===== src/rtl/arx_pkg.sv =====
package arx_pkg;
  localparam int MAX_DATA    = 9;
  localparam int MAX_FRAME   = 13;
  localparam int FRAME_IDX_W = $clog2(MAX_FRAME + 1);
  localparam int PERIOD_W    = 5;
  localparam int CMP_W       = 8;

  typedef enum logic [1:0] {RX_IDLE, RX_START, RX_BITS} rx_state_t;

  typedef struct packed {
    logic [MAX_DATA-1:0] data;
    logic                mpb;
    logic                perr;
    logic                ferr;
  } rx_word_t;

  // base ticks per bit; the six-tick select wins over the eight-tick select
  function automatic logic [PERIOD_W-1:0] bit_period(input logic os8, input logic os6);
    if (os6) return PERIOD_W'(6);
    if (os8) return PERIOD_W'(8);
    return PERIOD_W'(16);
  endfunction

  function automatic logic [FRAME_IDX_W-1:0] char_len(input logic [1:0] code);
    if (!code[1]) return FRAME_IDX_W'(9);
    return code[0] ? FRAME_IDX_W'(7) : FRAME_IDX_W'(8);
  endfunction

  // bits sampled after the start bit
  function automatic logic [FRAME_IDX_W-1:0] frame_len(input logic [FRAME_IDX_W-1:0] len,
      input logic pe, input logic mp, input logic two);
    return len + FRAME_IDX_W'(pe) + FRAME_IDX_W'(mp) + FRAME_IDX_W'(two) + FRAME_IDX_W'(1);
  endfunction

  function automatic rx_word_t unpack_frame(input logic [MAX_FRAME-1:0] frm,
      input logic [FRAME_IDX_W-1:0] len, input logic pe, input logic odd, input logic mp,
      input logic two, input logic msb, input logic inv);
    rx_word_t w;
    logic     par;
    int       p;
    w   = '0;
    par = odd;
    for (int i = 0; i < MAX_DATA; i++) begin
      if (i < int'(len)) begin
        if (msb) w.data[int'(len) - 1 - i] = frm[i];
        else     w.data[i] = frm[i];
        par = par ^ frm[i];
      end
    end
    if (inv) begin
      for (int i = 0; i < MAX_DATA; i++)
        if (i < int'(len)) w.data[i] = ~w.data[i];
    end
    p = int'(len);
    if (pe) begin
      w.perr = par ^ frm[p];
      p = p + 1;
    end
    if (mp) begin
      w.mpb = frm[p];
      p = p + 1;
    end
    w.ferr = ~frm[p];
    if (two) w.ferr = w.ferr | ~frm[p + 1];
    return w;
  endfunction
endpackage


===== src/rtl/arx_sampler.sv =====
module arx_sampler
  import arx_pkg::*;
#(
  parameter int FRAME_W = MAX_FRAME,
  parameter int PER_W   = PERIOD_W,
  localparam int IDX_W  = $clog2(FRAME_W + 1)
) (
  input  logic               clk,
  input  logic               rst_n,
  input  logic               base_tick,
  input  logic               rxd,
  input  logic               edge_start,
  input  logic [PER_W-1:0]   period,
  input  logic [IDX_W-1:0]   nbits,
  output logic [FRAME_W-1:0] frame,
  output logic               frame_done
);
  rx_state_t        st;
  logic             sync1, sync2, prev;
  logic [PER_W-1:0] cnt;
  logic [IDX_W-1:0] idx;
  logic             start_seen, half_hit, bit_hit, last_hit, glitch_abort;

  assign start_seen   = edge_start ? (prev & ~sync2) : ~sync2;
  assign half_hit     = base_tick && (st == RX_START) && (cnt == (period >> 1) - PER_W'(1));
  assign bit_hit      = base_tick && (st == RX_BITS) && (cnt == period - PER_W'(1));
  assign last_hit     = bit_hit && (idx == nbits - IDX_W'(1));
  assign glitch_abort = half_hit && sync2;

  always_ff @(posedge clk or negedge rst_n) begin
    if (!rst_n) begin
      sync1      <= 1'b1;
      sync2      <= 1'b1;
      prev       <= 1'b1;
      st         <= RX_IDLE;
      cnt        <= '0;
      idx        <= '0;
      frame      <= '0;
      frame_done <= 1'b0;
    end else begin
      sync1      <= rxd;
      sync2      <= sync1;
      frame_done <= last_hit;
      if (base_tick) prev <= sync2;
      case (st)
        RX_IDLE: if (base_tick && start_seen) begin
          st  <= RX_START;
          cnt <= '0;
        end
        RX_START: if (base_tick) begin
          if (half_hit) begin
            cnt <= '0;
            idx <= '0;
            st  <= sync2 ? RX_IDLE : RX_BITS;
          end else begin
            cnt <= cnt + PER_W'(1);
          end
        end
        RX_BITS: if (base_tick) begin
          if (bit_hit) begin
            cnt        <= '0;
            frame[idx] <= sync2;
            idx        <= idx + IDX_W'(1);
            if (last_hit) st <= RX_IDLE;
          end else begin
            cnt <= cnt + PER_W'(1);
          end
        end
        default: st <= RX_IDLE;
      endcase
    end
  end

  AST_PERIOD_BOUND: assert property (@(posedge clk) disable iff (!rst_n)
    (st != RX_IDLE) |-> (cnt < period));
  AST_GLITCH_IDLE: assert property (@(posedge clk) disable iff (!rst_n)
    glitch_abort |=> (st == RX_IDLE));
  AST_START_AFTER_LOW: assert property (@(posedge clk) disable iff (!rst_n)
    ((st == RX_START) && ($past(st) == RX_IDLE)) |-> !$past(sync2));
endmodule


===== src/rtl/arx_decoder.sv =====
module arx_decoder
  import arx_pkg::*;
(
  input  logic [MAX_FRAME-1:0]   frame,
  input  logic [FRAME_IDX_W-1:0] len,
  input  logic                   par_en,
  input  logic                   par_odd,
  input  logic                   mp_mode,
  input  logic                   stop2,
  input  logic                   msb_first,
  input  logic                   invert,
  output rx_word_t               word
);
  always_comb word = unpack_frame(frame, len, par_en, par_odd, mp_mode, stop2, msb_first, invert);
endmodule


===== src/rtl/arx_flags.sv =====
module arx_flags
  import arx_pkg::*;
(
  input  logic                clk,
  input  logic                rst_n,
  input  logic                frame_done,
  input  rx_word_t            word,
  input  logic                mp_mode,
  input  logic                wake_arm,
  input  logic                cmp_enable,
  input  logic                cmp_id_only,
  input  logic [CMP_W-1:0]    cmp_value,
  input  logic                flag_clr,
  output logic [MAX_DATA-1:0] rx_data,
  output logic                rx_mpb,
  output logic                rx_strobe,
  output logic                rx_full,
  output logic                err_parity,
  output logic                err_frame,
  output logic                err_overrun,
  output logic                cmp_match,
  output logic                wake_on
);
  logic discard, accept, take, take_ovr, cmp_hit, wake_release;

  assign discard      = frame_done && mp_mode && wake_on && !word.mpb;
  assign wake_release = frame_done && mp_mode && wake_on && word.mpb;
  assign accept       = frame_done && !discard;
  assign take         = accept && !rx_full;
  assign take_ovr     = accept && rx_full;
  assign cmp_hit      = cmp_enable && (!cmp_id_only || word.mpb) && (word.data[CMP_W-1:0] == cmp_value);

  always_ff @(posedge clk or negedge rst_n) begin
    if (!rst_n) begin
      rx_data     <= '0;
      rx_mpb      <= 1'b0;
      rx_strobe   <= 1'b0;
      rx_full     <= 1'b0;
      err_parity  <= 1'b0;
      err_frame   <= 1'b0;
      err_overrun <= 1'b0;
      cmp_match   <= 1'b0;
      wake_on     <= 1'b0;
    end else begin
      rx_strobe <= take;
      if (flag_clr) begin
        rx_full     <= 1'b0;
        err_parity  <= 1'b0;
        err_frame   <= 1'b0;
        err_overrun <= 1'b0;
        cmp_match   <= 1'b0;
      end
      if (take_ovr) err_overrun <= 1'b1;
      if (take) begin
        rx_data <= word.data;
        rx_mpb  <= word.mpb;
        rx_full <= 1'b1;
        if (word.perr) err_parity <= 1'b1;
        if (word.ferr) err_frame  <= 1'b1;
        if (cmp_hit)   cmp_match  <= 1'b1;
      end
      if (wake_arm) wake_on <= 1'b1;
      else if (wake_release) wake_on <= 1'b0;
    end
  end

  AST_STROBE_FULL: assert property (@(posedge clk) disable iff (!rst_n)
    rx_strobe |-> rx_full);
  AST_OVR_HOLDS_DATA: assert property (@(posedge clk) disable iff (!rst_n)
    take_ovr |=> (err_overrun && $stable(rx_data)));
  AST_DISCARD_QUIET: assert property (@(posedge clk) disable iff (!rst_n)
    (discard && !flag_clr) |=> (!rx_strobe && $stable(rx_full) && $stable(err_frame) && $stable(err_overrun)));
  AST_WAKE_SELF_CLEAR: assert property (@(posedge clk) disable iff (!rst_n)
    (wake_release && !wake_arm) |=> !wake_on);
  AST_CLEAR_ALL: assert property (@(posedge clk) disable iff (!rst_n)
    (flag_clr && !frame_done) |=> !(rx_full || err_parity || err_frame || err_overrun || cmp_match));
endmodule


===== src/rtl/async_rx_core.sv =====
module async_rx_core
  import arx_pkg::*;
(
  input  logic                clk,
  input  logic                rst_n,
  input  logic                base_tick,
  input  logic                rxd,
  input  logic [1:0]          cfg_len_code,
  input  logic                cfg_par_en,
  input  logic                cfg_par_odd,
  input  logic                cfg_stop2,
  input  logic                cfg_msb_first,
  input  logic                cfg_invert,
  input  logic                cfg_os8,
  input  logic                cfg_os6,
  input  logic                cfg_edge_start,
  input  logic                cfg_mp_mode,
  input  logic                mp_wake_arm,
  input  logic                cmp_enable,
  input  logic                cmp_id_only,
  input  logic [CMP_W-1:0]    cmp_value,
  input  logic                flag_clr,
  output logic [MAX_DATA-1:0] rx_data,
  output logic                rx_mpb,
  output logic                rx_strobe,
  output logic                rx_full,
  output logic                err_parity,
  output logic                err_frame,
  output logic                err_overrun,
  output logic                cmp_match,
  output logic                mp_wake_on
);
  logic [PERIOD_W-1:0]    period;
  logic [FRAME_IDX_W-1:0] clen, nbits;
  logic [MAX_FRAME-1:0]   frame_bits;
  logic                   frame_done;
  rx_word_t               word;

  assign period = bit_period(cfg_os8, cfg_os6);
  assign clen   = char_len(cfg_len_code);
  assign nbits  = frame_len(clen, cfg_par_en, cfg_mp_mode, cfg_stop2);

  arx_sampler #(.FRAME_W(MAX_FRAME), .PER_W(PERIOD_W)) u_samp (
    .clk        (clk),
    .rst_n      (rst_n),
    .base_tick  (base_tick),
    .rxd        (rxd),
    .edge_start (cfg_edge_start),
    .period     (period),
    .nbits      (nbits),
    .frame      (frame_bits),
    .frame_done (frame_done)
  );

  arx_decoder u_dec (
    .frame     (frame_bits),
    .len       (clen),
    .par_en    (cfg_par_en),
    .par_odd   (cfg_par_odd),
    .mp_mode   (cfg_mp_mode),
    .stop2     (cfg_stop2),
    .msb_first (cfg_msb_first),
    .invert    (cfg_invert),
    .word      (word)
  );

  arx_flags u_flags (
    .clk         (clk),
    .rst_n       (rst_n),
    .frame_done  (frame_done),
    .word        (word),
    .mp_mode     (cfg_mp_mode),
    .wake_arm    (mp_wake_arm),
    .cmp_enable  (cmp_enable),
    .cmp_id_only (cmp_id_only),
    .cmp_value   (cmp_value),
    .flag_clr    (flag_clr),
    .rx_data     (rx_data),
    .rx_mpb      (rx_mpb),
    .rx_strobe   (rx_strobe),
    .rx_full     (rx_full),
    .err_parity  (err_parity),
    .err_frame   (err_frame),
    .err_overrun (err_overrun),
    .cmp_match   (cmp_match),
    .wake_on     (mp_wake_on)
  );
endmodule


===== config.mk =====
export PLATFORM = sky130hd
export DESIGN_NAME = async_rx_core
export DESIGN_NICKNAME = d
export VERILOG_FILES = /design/src/rtl/arx_pkg.sv /design/src/rtl/arx_sampler.sv /design/src/rtl/arx_decoder.sv /design/src/rtl/arx_flags.sv /design/src/rtl/async_rx_core.sv
export SDC_FILE = /design/constraint.sdc
export NUM_CORES = 1
export LEC_CHECK = 0
export BUFFER_PORTS_ARGS = -buffer_cell sky130_fd_sc_hd__buf_4
export CAP_MARGIN = 40
export CORE_ASPECT_RATIO = 1.5
export CORE_MARGIN = 4
export CORE_UTILIZATION = 40
export DETAILED_ROUTE_END_ITERATION = 6
export HOLD_SLACK_MARGIN = 0.02
export PLACE_DENSITY = 0.72
export SKIP_LAST_GASP = 1
export SYNTH_ARGS = -nofsm -noshare
export SYNTH_HDL_FRONTEND = slang
export SYNTH_SLANG_ARGS = --single-unit
export TNS_END_PERCENT = 1

===== constraint.sdc =====
create_clock -name clk -period 2.45 [get_ports clk]
set_input_delay 0.1225 -clock clk [delete_from_list [all_inputs] [get_ports clk]]
set_output_delay 0.1225 -clock clk [all_outputs]
set_load 0.01 [all_outputs]

==> results.json, run 1 <==
{
  "ys_warn_count": 0,
  "setup_viol": 2,
  "startpoint_type": "input pin",
  "portBuffers": 43,
  "p_leak_nw": 2.29,
  "power.density_nw_per_um2": 493,
  "drc_errors": 0,
  "cts_tree": "built",
  "vdd_ir_drop_max_uv": 326,
  "async_reset_ff_share_pct": 100,
  "grt_max_degree": 46,
  "dp_hpwl_um": 8860,
  "cp_max_fo": 4,
  "synthCells": 463,
  "hold_end": "u_flags.rx_full$_DFFE_PN0P_",
  "drt_iter0_markers": 187,
  "end_kind": "register",
  "ys_types": 81,
  "final_cell_count_no_fill": 665,
  "clockBufferDepth": 2,
  "cts.sinks": 45,
  "fmax_mhz": 391,
  "synthFlopType": "dfrtp_1",
  "syn_area_sq_um": 4090,
  "core_area_sq_um": 9850,
  "grt_setup_unrepaired": "yes",
  "cp-startpoint": "cfg_len_code[1]",
  "place_inst": 653,
  "die-height_um": 132,
  "start_util_pct": 41.5,
  "ant_nets": 0,
  "dieArea_sq_um": 11900,
  "layout_min_cycle_time_ns": 2.56,
  "finalHoldViolations": 0,
  "nNetsFinal": 602,
  "io_pins": 44,
  "r2r-start": "u_samp.frame[3]$_DFFE_PN0P_",
  "areaGrowthSynthToFinish_pct": 25.7,
  "violations": "negative setup slack",
  "timing.rr.end": "u_flags.cmp_match$_DFF_PN0_",
  "use_met3_pct": 3.60,
  "synth_edf_count": 0,
  "worst-endpoint-arrival_ns": 2.74,
  "place.gp.congestion": 0.948,
  "routed_via_density": 5.62,
  "cap_violations": 0,
  "grt_pass1_vias": 3929,
  "worstSkewPairLatency_ns": 0.30,
  "routedWlPerCell_um": 17.0,
  "period_share_pct": 104,
  "max_slew.worst_pin.slew_ns": 0.592,
  "post-route-util_pct": 52.1,
  "cts_max_level": 2,
  "r2r_slack_ns": 0.09,
  "drv_slew": 0,
  "clk_pin_slew_worst_paths_ns": 0.07,
  "hold_path.class": "in -> reg",
  "routed_wl_um": 11300,
  "grt_use_met1_pct": 20.2,
  "crit_path_cell_trace": "buf_4 -> nor2b_4 -> fa_1 -> inv_1 -> ha_2 -> fa_2 -> xor2_1 -> xnor2_1 -> nor3_1 -> and3_1 -> nor2_1 -> nor3_2 -> mux2_4",
  "drive_gt1_share_pct": 30.2,
  "vias": 3738,
  "slew_headroom_pct": 60.6,
  "root_buffer": "clkbuf_16",
  "grt_pass1_wl_um": 18900,
  "die_w_um": 90.5,
  "yosysSeqAreaShare_pct": 27.6,
  "hp-start": "flag_clr",
  "synth_seq_cells": 45,
  "max_stage_delay_ns": 0.47,
  "globalRouteMet2Util_pct": 35.8,
  "cts-buffers-inserted": 5,
  "n_antenna_cell": 0,
  "cpLargestDelayFamily": "adder cells",
  "rows": 44,
  "track_usage_pct": 19.2,
  "crit_required_ns": 2.63,
  "finalClockSkew_ns": 0.00961,
  "first_pass_iters": 5,
  "pre_cts_ws_ns": -0.407,
  "antenna_found_initial": 0,
  "gr-total-overflow": 0,
  "avgSynthCellArea_sq_um": 8.83,
  "n_fill_cell": 911,
  "synth_nets": 516,
  "critPathSlowestCell": "fa_1",
  "reg2regPathDepth": 7,
  "grt_busiest_layer": "met2",
  "status": "complete, but fails checks",
  "worst-path-buf-inv": 2,
  "fin_ws_ns": -0.108,
  "holdPathStages": 2,
  "setup.worst_path.class": "in -> reg"
}
placed cells by master, fill, tap and decap left out, types with 6 or more instances in the layout:
cell      instances
buf_4            99
dfrtp_1          42
nand2_1          38
inv_1            29
o21ai_0          29
xnor2_1          25
nor2_1           22
nand3_1          20
ha_1             18
a21oi_1          16
mux2_2           15
nand2b_1         13
xor2_1            9
and2_1            8
mux2i_1           8
nor2b_1           7
a31oi_1           7
nand3b_1          6
routing by layer:
metal | vias up | wire, um | share of wire (%)
li1 | 1826 | - | -
met1 | 1789 | 4230 | 37
met2 | 91 | 6160 | 55
met3 | 32 | 486 | 4.3
met4 | 0 | 407 | 3.6
met5 | - | 0 | 0
sequential cells by signal, summed over array words and instances, names as in the netlist, 2 cells and up:
register,cells
u_samp.cnt,5
u_samp.idx,4
u_flags.rx_data,9
u_samp.frame,13
u_samp.st,2
cells by family after synthesis:
family	Yosys count	synth area share, %
simple gates	169	23.9
buf+inv	56	6.83
mux	26	7.47
xor+xnor	36	8.42
fa+ha+maj	26	8.33
compound gates	105	17.5
flops	45	27.6
Yosys cell counts, types with 5 or more instances:
library cell | number | area share [%]
dfrtp_1 | 42 | 26
nand2_1 | 38 | 3.5
inv_1 | 31 | 2.8
o21ai_0 | 29 | 3.6
xnor2_1 | 25 | 5.4
ha_1 | 24 | 7.3
nor2_1 | 22 | 2.0
nand3_1 | 20 | 2.4
a21oi_1 | 16 | 2.0
mux2_2 | 16 | 4.4
nand2b_1 | 13 | 2.0
and2_1 | 10 | 1.5
xor2_1 | 9 | 1.9
clkbuf_1 | 8 | 0.73
mux2i_1 | 8 | 2.0
nor2b_1 | 8 | 1.2
a31oi_1 | 7 | 1.1
nor3_1 | 7 | 0.86
buf_2 | 6 | 0.73
nand3b_1 | 6 | 1.1
buf_6 | 5 | 1.4
nor3b_1 | 5 | 0.92
o22ai_1 | 5 | 0.77
o31ai_1 | 5 | 0.92
cell type report:
| type | instances | area [sq um] | area share (%) |
|---|---|---|---|
| clock buffers | 5 | 125 | 2.44 |
| multi-input cells | 362 | 2760 | 53.8 |
| inverters | 32 | 123 | 2.39 |
| flip-flops and latches | 45 | 1130 | 22.0 |
| repair buffers | 103 | 785 | 15.3 |
| well taps | 115 | 144 | 2.80 |
| clock inverters | 3 | 68.8 | 1.34 |
worst max-delay path by stage:
stage / to / slack [ns] / cells after the start
3_3_place_gp: u_flags.cmp_match$_DFF_PN0_ / -0.35 / 13
4_1_cts: u_flags.cmp_match$_DFF_PN0_ / -0.10 / 13
5_1_grt: u_samp.st[0]$_DFFE_PN0P_ / -0.18 / 13
2_1_floorplan: u_flags.cmp_match$_DFF_PN0_ / -0.31 / 13
6_report: u_samp.st[0]$_DFFE_PN0P_ / -0.11 / 13
3_5_place_dp: u_flags.cmp_match$_DFF_PN0_ / -0.41 / 13
where the power goes:
group          internal [mW]  switching [mW]
Combinational          0.368           0.378
Sequential             0.807          0.0725
Clock                  0.589           0.319
Total                   1.76           0.770
what timing repair did:
| action | in CTS | in global routing |
|---|---|---|
| pin swaps | 3 | 5 |
| hold buffers | 3 | 0 |
| endpoints found under the hold margin | 44 | 0 |
| resized for setup | 11 | 7 |
| setup buffers | 0 | 1 |
| endpoints found under the setup margin | 2 | 5 |
worst register-to-register path, cell delays in order, from the launching register on:
cell     delay, ns
dfrtp_1       0.43
and2_1        0.20
and4_1        0.16
or4_1         0.47
and3_4        0.17
xnor2_1       0.12
or4_4         0.49
o41ai_4       0.21
stage by stage:
step	TNS [ns]	hold slack (ns)	power (mW)	instance area (sq um)
6_report	-0.122	0.0170	2.53	5130
5_1_grt	-0.497	0.0442	2.66	5130
4_1_cts	-0.186	0.0229	2.53	5090
3_5_place_dp	-1.28	0.167	1.61	4840
3_3_place_gp	-1.01	0.161	1.59	4840
2_1_floorplan	-0.665	-0.173	1.35	4120
Power figures use the tool's default switching activity.
==> inputs of run 2 (changes only) <==
Settings changed: SKIP_LAST_GASP 1 to unset.
==> run 2 against run 1 <==
- the flow still finishes with violations (negative setup slack)
- critical path depth unchanged
- die area unchanged
- clock skew about the same
- count of clock-buffer cells in the layout unchanged
- sequential share of layout area about the same
- wire length down 0.26%
- via count up 0.86%
- register-to-register slack about the same
- non-clock buffer count unchanged
- fmax about the same
- largest cell class unchanged
==> results.json, run 2 (synthesized netlist as in run 1, its figures left out) <==
{
  "portBuffers": 43,
  "grt_pass1_vias": 3929,
  "r2r-start": "u_samp.frame[3]$_DFFE_PN0P_",
  "setup_viol": 2,
  "grt_pass1_wl_um": 18900,
  "period_share_pct": 104,
  "cp-startpoint": "cfg_len_code[1]",
  "holdWs_ns": 0.0193,
  "core_area_sq_um": 9850,
  "largest_reg_flops": 13,
  "p_leak_nw": 2.29,
  "cts_tree": "built",
  "nNetsFinal": 602,
  "net-switching-power_mw": 0.766,
  "dp_hpwl_um": 8860,
  "post-route-util_pct": 52.1,
  "power.density_nw_per_um2": 492,
  "die_w_um": 90.5,
  "cts_max_level": 2,
  "hold_path.class": "in -> reg",
  "drv_slew": 0,
  "track_usage_pct": 19.2,
  "cp_max_fo": 4,
  "finalHoldViolations": 0,
  "n_fill_cell": 911,
  "io_pins": 44,
  "worstSkewPairLatency_ns": 0.30,
  "finalClockSkew_ns": 0.00980,
  "vdd_ir_drop_max_uv": 326,
  "final_common_cell": "buf_4",
  "max_stage_delay_ns": 0.47,
  "areaGrowthSynthToFinish_pct": 25.7,
  "ant_nets": 0,
  "gr-total-overflow": 0,
  "largest_register": "u_samp.frame",
  "drt_iter0_markers": 214,
  "vias": 3770,
  "cts-buffers-inserted": 5,
  "p_int_mw": 1.76,
  "routed_via_density": 5.67,
  "grt_max_degree": 46,
  "place_area_sq_um": 4840,
  "dieArea_sq_um": 11900,
  "violations": "negative setup slack",
  "cts.sinks": 45,
  "cp.depth": 13,
  "cap_violations": 0,
  "routedWlPerCell_um": 16.9,
  "critPathCapture": "u_samp.st[0]$_DFFE_PN0P_",
  "pre_cts_ws_ns": -0.407,
  "setup.worst_path.class": "in -> reg",
  "end_kind": "register",
  "routed_wl_um": 11300,
  "drive_gt1_share_pct": 30.5,
  "status": "complete, but fails checks",
  "reg_top3": "u_samp.frame (13), u_flags.rx_data (9), u_samp.cnt (5)",
  "crit_path_cell_trace": "buf_4 -> nor2b_4 -> fa_1 -> inv_1 -> ha_2 -> fa_2 -> xor2_1 -> xnor2_1 -> nor3_1 -> and3_1 -> nor2_1 -> nor3_2 -> mux2_4",
  "n_antenna_cell": 0,
  "critPathSlowestCell": "fa_1",
  "clockBufferDepth": 2,
  "slew_headroom_pct": 60.6,
  "startpoint_type": "input pin",
  "drc_errors": 0,
  "switching_share_pct": 30.3,
  "r2r_slack_ns": 0.09,
  "worst-path-buf-inv": 2,
  "design_area_sq_um": 5140,
  "root_buffer": "clkbuf_16",
  "timing.rr.end": "u_flags.cmp_match$_DFF_PN0_",
  "worst-endpoint-arrival_ns": 2.74,
  "die-height_um": 132,
  "fmax_mhz": 391,
  "rows": 44,
  "layout_min_cycle_time_ns": 2.56,
  "final_cell_mix": "99 x buf_4, 42 x dfrtp_1, 38 x nand2_1",
  "place.gp.congestion": 0.948,
  "start_util_pct": 41.5,
  "seq_power_share_pct": 34.8,
  "grt_setup_unrepaired": "yes",
  "reg2regPathDepth": 7,
  "cpLargestDelayFamily": "adder cells",
  "first_pass_iters": 5,
  "fin_ws_ns": -0.109,
  "crit_required_ns": 2.63,
  "max_slew.worst_pin.slew_ns": 0.591,
  "power_frac_clock_pct": 35.8,
  "fin_total_pwr_mw": 2.53,
  "combPwrFrac_pct": 29.4,
  "antenna_found_initial": 0,
  "clk_pin_slew_worst_paths_ns": 0.07
}
## run 2: layer usage
| layer | track usage, % | up-vias | part of all wire (%) |
|---|---|---|---|
| li1 | - | 1828 | - |
| met5 | 0 | - | 0 |
| met3 | 3.60 | 35 | 4.6 |
| met2 | 35.8 | 95 | 55 |
| met4 | 9.63 | 0 | 3.7 |
| met1 | 20.2 | 1812 | 37 |
## run 2: final cells by class
cell class                 instances  area [sq um]  area share [%]
clock buffer                       5           125            2.44
clock inverter                     3          68.8            1.34
inverter                          32           123            2.39
multi-input combinational        362          2760            53.8
sequential                        45          1130            22.0
tap                              115           144            2.80
timing repair buffer             103           785            15.3
## run 2: per-stage QoR
| step | cells | TNS [ns] |
|---|---|---|
| after global routing | 665 | -0.449 |
| after CTS | 664 | -0.169 |
| after global placement | 653 | -1.01 |
| after detailed placement | 653 | -1.28 |
| after floorplan | 463 | -0.665 |
| final | 665 | -0.123 |
## run 2: what timing repair did
| action | CTS | global route |
|---|---|---|
| resized for setup | 12 | 8 |
| endpoints found under the hold margin | 44 | 0 |
| buffers inserted | 0 | 1 |
| hold buffers | 3 | 0 |
| pin swaps | 3 | 7 |
| endpoints found under the setup margin | 2 | 5 |
## run 2: power by group through the flow
stage | sequential (mW) | clock, mW | combinational (mW)
detailed placement | 0.891 | 0 | 0.721
finish | 0.879 | 0.906 | 0.744
global placement | 0.887 | 0 | 0.701
CTS | 0.877 | 0.919 | 0.737
floorplan | 0.875 | 0 | 0.474
global route | 0.890 | 0.945 | 0.820
## run 2: worst min-delay path by stage
stage / startpoint / endpoint / slack, ns / cells after the start
detailed placement: rst_n / u_samp.cnt[2]$_DFFE_PN0P_ / 0.17 / 1
finish: flag_clr / u_flags.rx_full$_DFFE_PN0P_ / 0.02 / 2
global placement: rst_n / u_samp.cnt[2]$_DFFE_PN0P_ / 0.16 / 1
global route: flag_clr / u_flags.rx_full$_DFFE_PN0P_ / 0.04 / 2
CTS: flag_clr / u_flags.rx_full$_DFFE_PN0P_ / 0.02 / 2
floorplan: rst_n / u_flags.cmp_match$_DFF_PN0_ / -0.17 / 0
## run 2: worst register-to-register path: cells and delay by family (launching register included)
family,cells,cell delay [ns]
DFF,1,0.43
and+or+nand+nor,5,1.49
xor gates and xnor gates,1,0.12
AOI/OAI and AO/OA,1,0.21
==> inputs of run 3 (changes only) <==
Settings changed: PLACE_DENSITY 0.72 to 0.71, SYNTH_HIERARCHICAL set to 1.
==> run 3 against run 2 <==
- the run still ends with negative setup slack left
- worst setup slack lost 0.79 ns
- design area grew 63%
- count of clock-buffer cells in the layout grew 1
- global-route usage grew 7.6 points
- clock power shrank 17%
- synthesized cell count grew 56%
- wire length grew 100%
- first-iteration DRC count grew 140%
- critical endpoint is now u_flags/cmp_match$_DFF_PN0_
- highest routed layer unchanged
==> results.json, run 3 <==
{
  "status": "complete, but fails checks",
  "violations": "negative setup slack",
  "synth_edf_count": 0,
  "cap_violations": 0,
  "yosys-top-cells-count": "77 x nand2_1, 51 x nor2_1, 42 x dfrtp_1",
  "core_area_sq_um": 14600,
  "track_usage_pct": 26.8,
  "grt_pass1_vias": 6858,
  "holdPathStages": 2,
  "synthCells": 721,
  "cts.sinks": 45,
  "antenna_found_initial": 0,
  "layout_min_cycle_time_ns": 3.35,
  "globalRouteMet2Util_pct": 48.3,
  "fmax_mhz": 299,
  "place_inst": 1107,
  "hold_path.class": "in -> reg",
  "yosysTopAreaCellShare_pct": 17.7,
  "cts_tree": "built",
  "areaGrowthSynthToFinish_pct": 40.6,
  "end_kind": "register",
  "vdd_ir_drop_max_uv": 766,
  "finalHoldViolations": 0,
  "portBuffers": 43,
  "synth.most_common_cell": "nand2_1",
  "r2r-start": "u_samp/frame[6]$_DFFE_PN0P_",
  "gr-total-overflow": 0,
  "setup.worst_path.class": "in -> reg",
  "reg_top3": "u_samp/frame (13), u_flags/rx_data (9), u_samp/cnt (5)",
  "finalClockSkew_ns": 0.00661,
  "final_cell_count_no_fill": 1132,
  "ys_warn_count": 6,
  "avgSynthCellArea_sq_um": 8.24,
  "fin_ws_ns": -0.899,
  "die_w_um": 108,
  "slew_headroom_pct": 57.6,
  "synth_seq_cells": 45,
  "fin_total_pwr_mw": 4.38,
  "synthFlopType": "dfrtp_1",
  "reg2regPathDepth": 11,
  "p_leak_nw": 3.67,
  "final_common_cell": "buf_4",
  "routed_via_density": 5.94,
  "nNetsFinal": 995,
  "setup_viol": 18,
  "routedWlPerCell_um": 20.4,
  "post-route-util_pct": 57.2,
  "cp_max_fo": 4,
  "timing.rr.end": "u_flags/cmp_match$_DFF_PN0_",
  "grt_max_degree": 46,
  "dp_hpwl_um": 17800,
  "dieArea_sq_um": 16900,
  "drv_slew": 0,
  "max_slew.worst_pin.slew_ns": 0.630,
  "clockBufferDepth": 2,
  "hold_end": "u_flags/rx_full$_DFFE_PN0P_",
  "vias": 6728,
  "clk_pin_slew_worst_paths_ns": 0.06,
  "drive_gt1_share_pct": 39.4,
  "async_reset_ff_share_pct": 100,
  "routed_wl_um": 23100,
  "ant_nets": 0,
  "root_buffer": "clkbuf_16",
  "die-height_um": 157,
  "grt_pass1_wl_um": 35400,
  "worstSkewPairLatency_ns": 0.28,
  "cts_max_level": 2,
  "crit_required_ns": 2.68,
  "n_fill_cell": 1340,
  "first_pass_iters": 5,
  "start_util_pct": 40.7,
  "ys_types": 97,
  "use_met3_pct": 2.54,
  "yosysSeqAreaShare_pct": 19.0,
  "place.gp.congestion": 1.01,
  "post-synth-top-area-cell": "dfrtp_1",
  "syn_area_sq_um": 5940,
  "r2r_slack_ns": -0.27,
  "drt_iter0_markers": 511,
  "startpoint_type": "input pin",
  "rows": 54,
  "grt_busiest_layer": "met2",
  "grt_use_met1_pct": 28.2,
  "io_pins": 44,
  "cts-buffers-inserted": 5,
  "worst-endpoint-arrival_ns": 3.57,
  "synth_area_leaders": "dfrtp_1 18%, ha_1 6.5%, nand2_1 4.9%",
  "power.density_nw_per_um2": 524,
  "largest_reg_flops": 13,
  "hp-start": "flag_clr",
  "final_cell_mix": "237 x buf_4, 76 x nand2_1, 49 x nor2_1",
  "period_share_pct": 137,
  "drc_errors": 0,
  "n_antenna_cell": 0,
  "grt_setup_unrepaired": "yes",
  "largest_register": "u_samp/frame"
}
[run 3: cell count changes in the layout (fill, tap and decap cells not counted), sizes merged, moves of 9 or more]
cell	delta
xor2	+16
mux2	+11
nor3	+26
o221ai	+11
a21oi	+9
nor2	+30
nand4	+12
nand2	+38
o211ai	+10
inv	+9
buf	+146
[run 3: cell families after synthesis]
logic type	Yosys count	synth area share, %
xor gates and xnor gates	57	8.66
and+or+nand+nor	264	22.4
DFF	45	19.0
adders and majority gates	34	7.37
buffers and inverters	88	7.88
other	1	0.0631
muxes	52	12.0
AOI/OAI and AO/OA	180	22.6
[run 3: metrics by stage]
step	TNS, ns	setup WS [ns]	hold WS, ns	cell area [sq um]
finish	-8.95	-0.899	0.0470	8350
global route	-11.74	-1.12	0.0760	8350
CTS	-8.02	-0.880	0.0464	8210
detailed placement	-17.78	-1.47	0.154	7750
global placement	-16.99	-1.38	0.150	7750
floorplan	-13.15	-1.33	-0.173	6060
[run 3: timing repair]
item	4_1_cts	5_1_grt
gates resized for setup	45	23
setup endpoints to repair	20	20
gates cloned	0	0
buffers inserted	9	5
pin swaps	39	21
hold endpoints to repair	44	0
hold buffers	3	0
[run 3: worst max-delay path: stages]
cell      delay, ns
buf_8          0.10
nand2b_4       0.15
inv_4          0.09
ha_4           0.17
xor2_4         0.19
inv_4          0.07
ha_4           0.17
nor3b_4        0.15
a22oi_2        0.21
o211ai_1       0.16
or4b_4         0.58
a21o_1         0.17
a31oi_1        0.14
o21ai_1        0.10
buf_4          0.16
a21oi_4        0.13
xnor2_2        0.09
xor2_1         0.15
nor4_1         0.28
a32o_1         0.20
[run 3: report_power, final]
part / internal, mW / switching [mW] / leakage [nW]
Clock: 0.483 / 0.272 / 0.0810
Sequential: 0.877 / 0.213 / 0.593
Combinational: 1.24 / 1.30 / 2.99
Total: 2.60 / 1.78 / 3.67
[run 3: area by class of cell]
class | count | area (sq um) | share of cell area (%)
multi-input combinational | 590 | 4710 | 56.4
timing repair buffer | 249 | 1920 | 23.0
sequential | 45 | 1130 | 13.5
tap | 196 | 245 | 2.94
inverter | 44 | 178 | 2.13
clock buffer | 6 | 129 | 1.54
clock inverter | 2 | 38.8 | 0.464
[run 3: how the worst max path moves through the flow]
| stage | cells after the start | from | slack, ns | endpoint |
|---|---|---|---|---|
| after global routing | 21 | cfg_len_code[0] | -1.12 | u_flags/cmp_match$_DFF_PN0_ |
| after global placement | 21 | cfg_len_code[0] | -1.38 | u_flags/cmp_match$_DFF_PN0_ |
| after floorplan | 20 | cfg_len_code[1] | -1.33 | u_flags/cmp_match$_DFF_PN0_ |
| final | 20 | cfg_len_code[0] | -0.90 | u_flags/cmp_match$_DFF_PN0_ |
| after detailed placement | 21 | cfg_len_code[0] | -1.47 | u_flags/cmp_match$_DFF_PN0_ |
| after CTS | 20 | cfg_len_code[0] | -0.88 | u_flags/cmp_match$_DFF_PN0_ |
[run 3: metal layers]
layer | vias to the layer above | wire (um)
li1 | 3088 | -
met1 | 3209 | 7940
met2 | 312 | 11900
met3 | 119 | 1290
met4 | 0 | 1890
met5 | - | 0
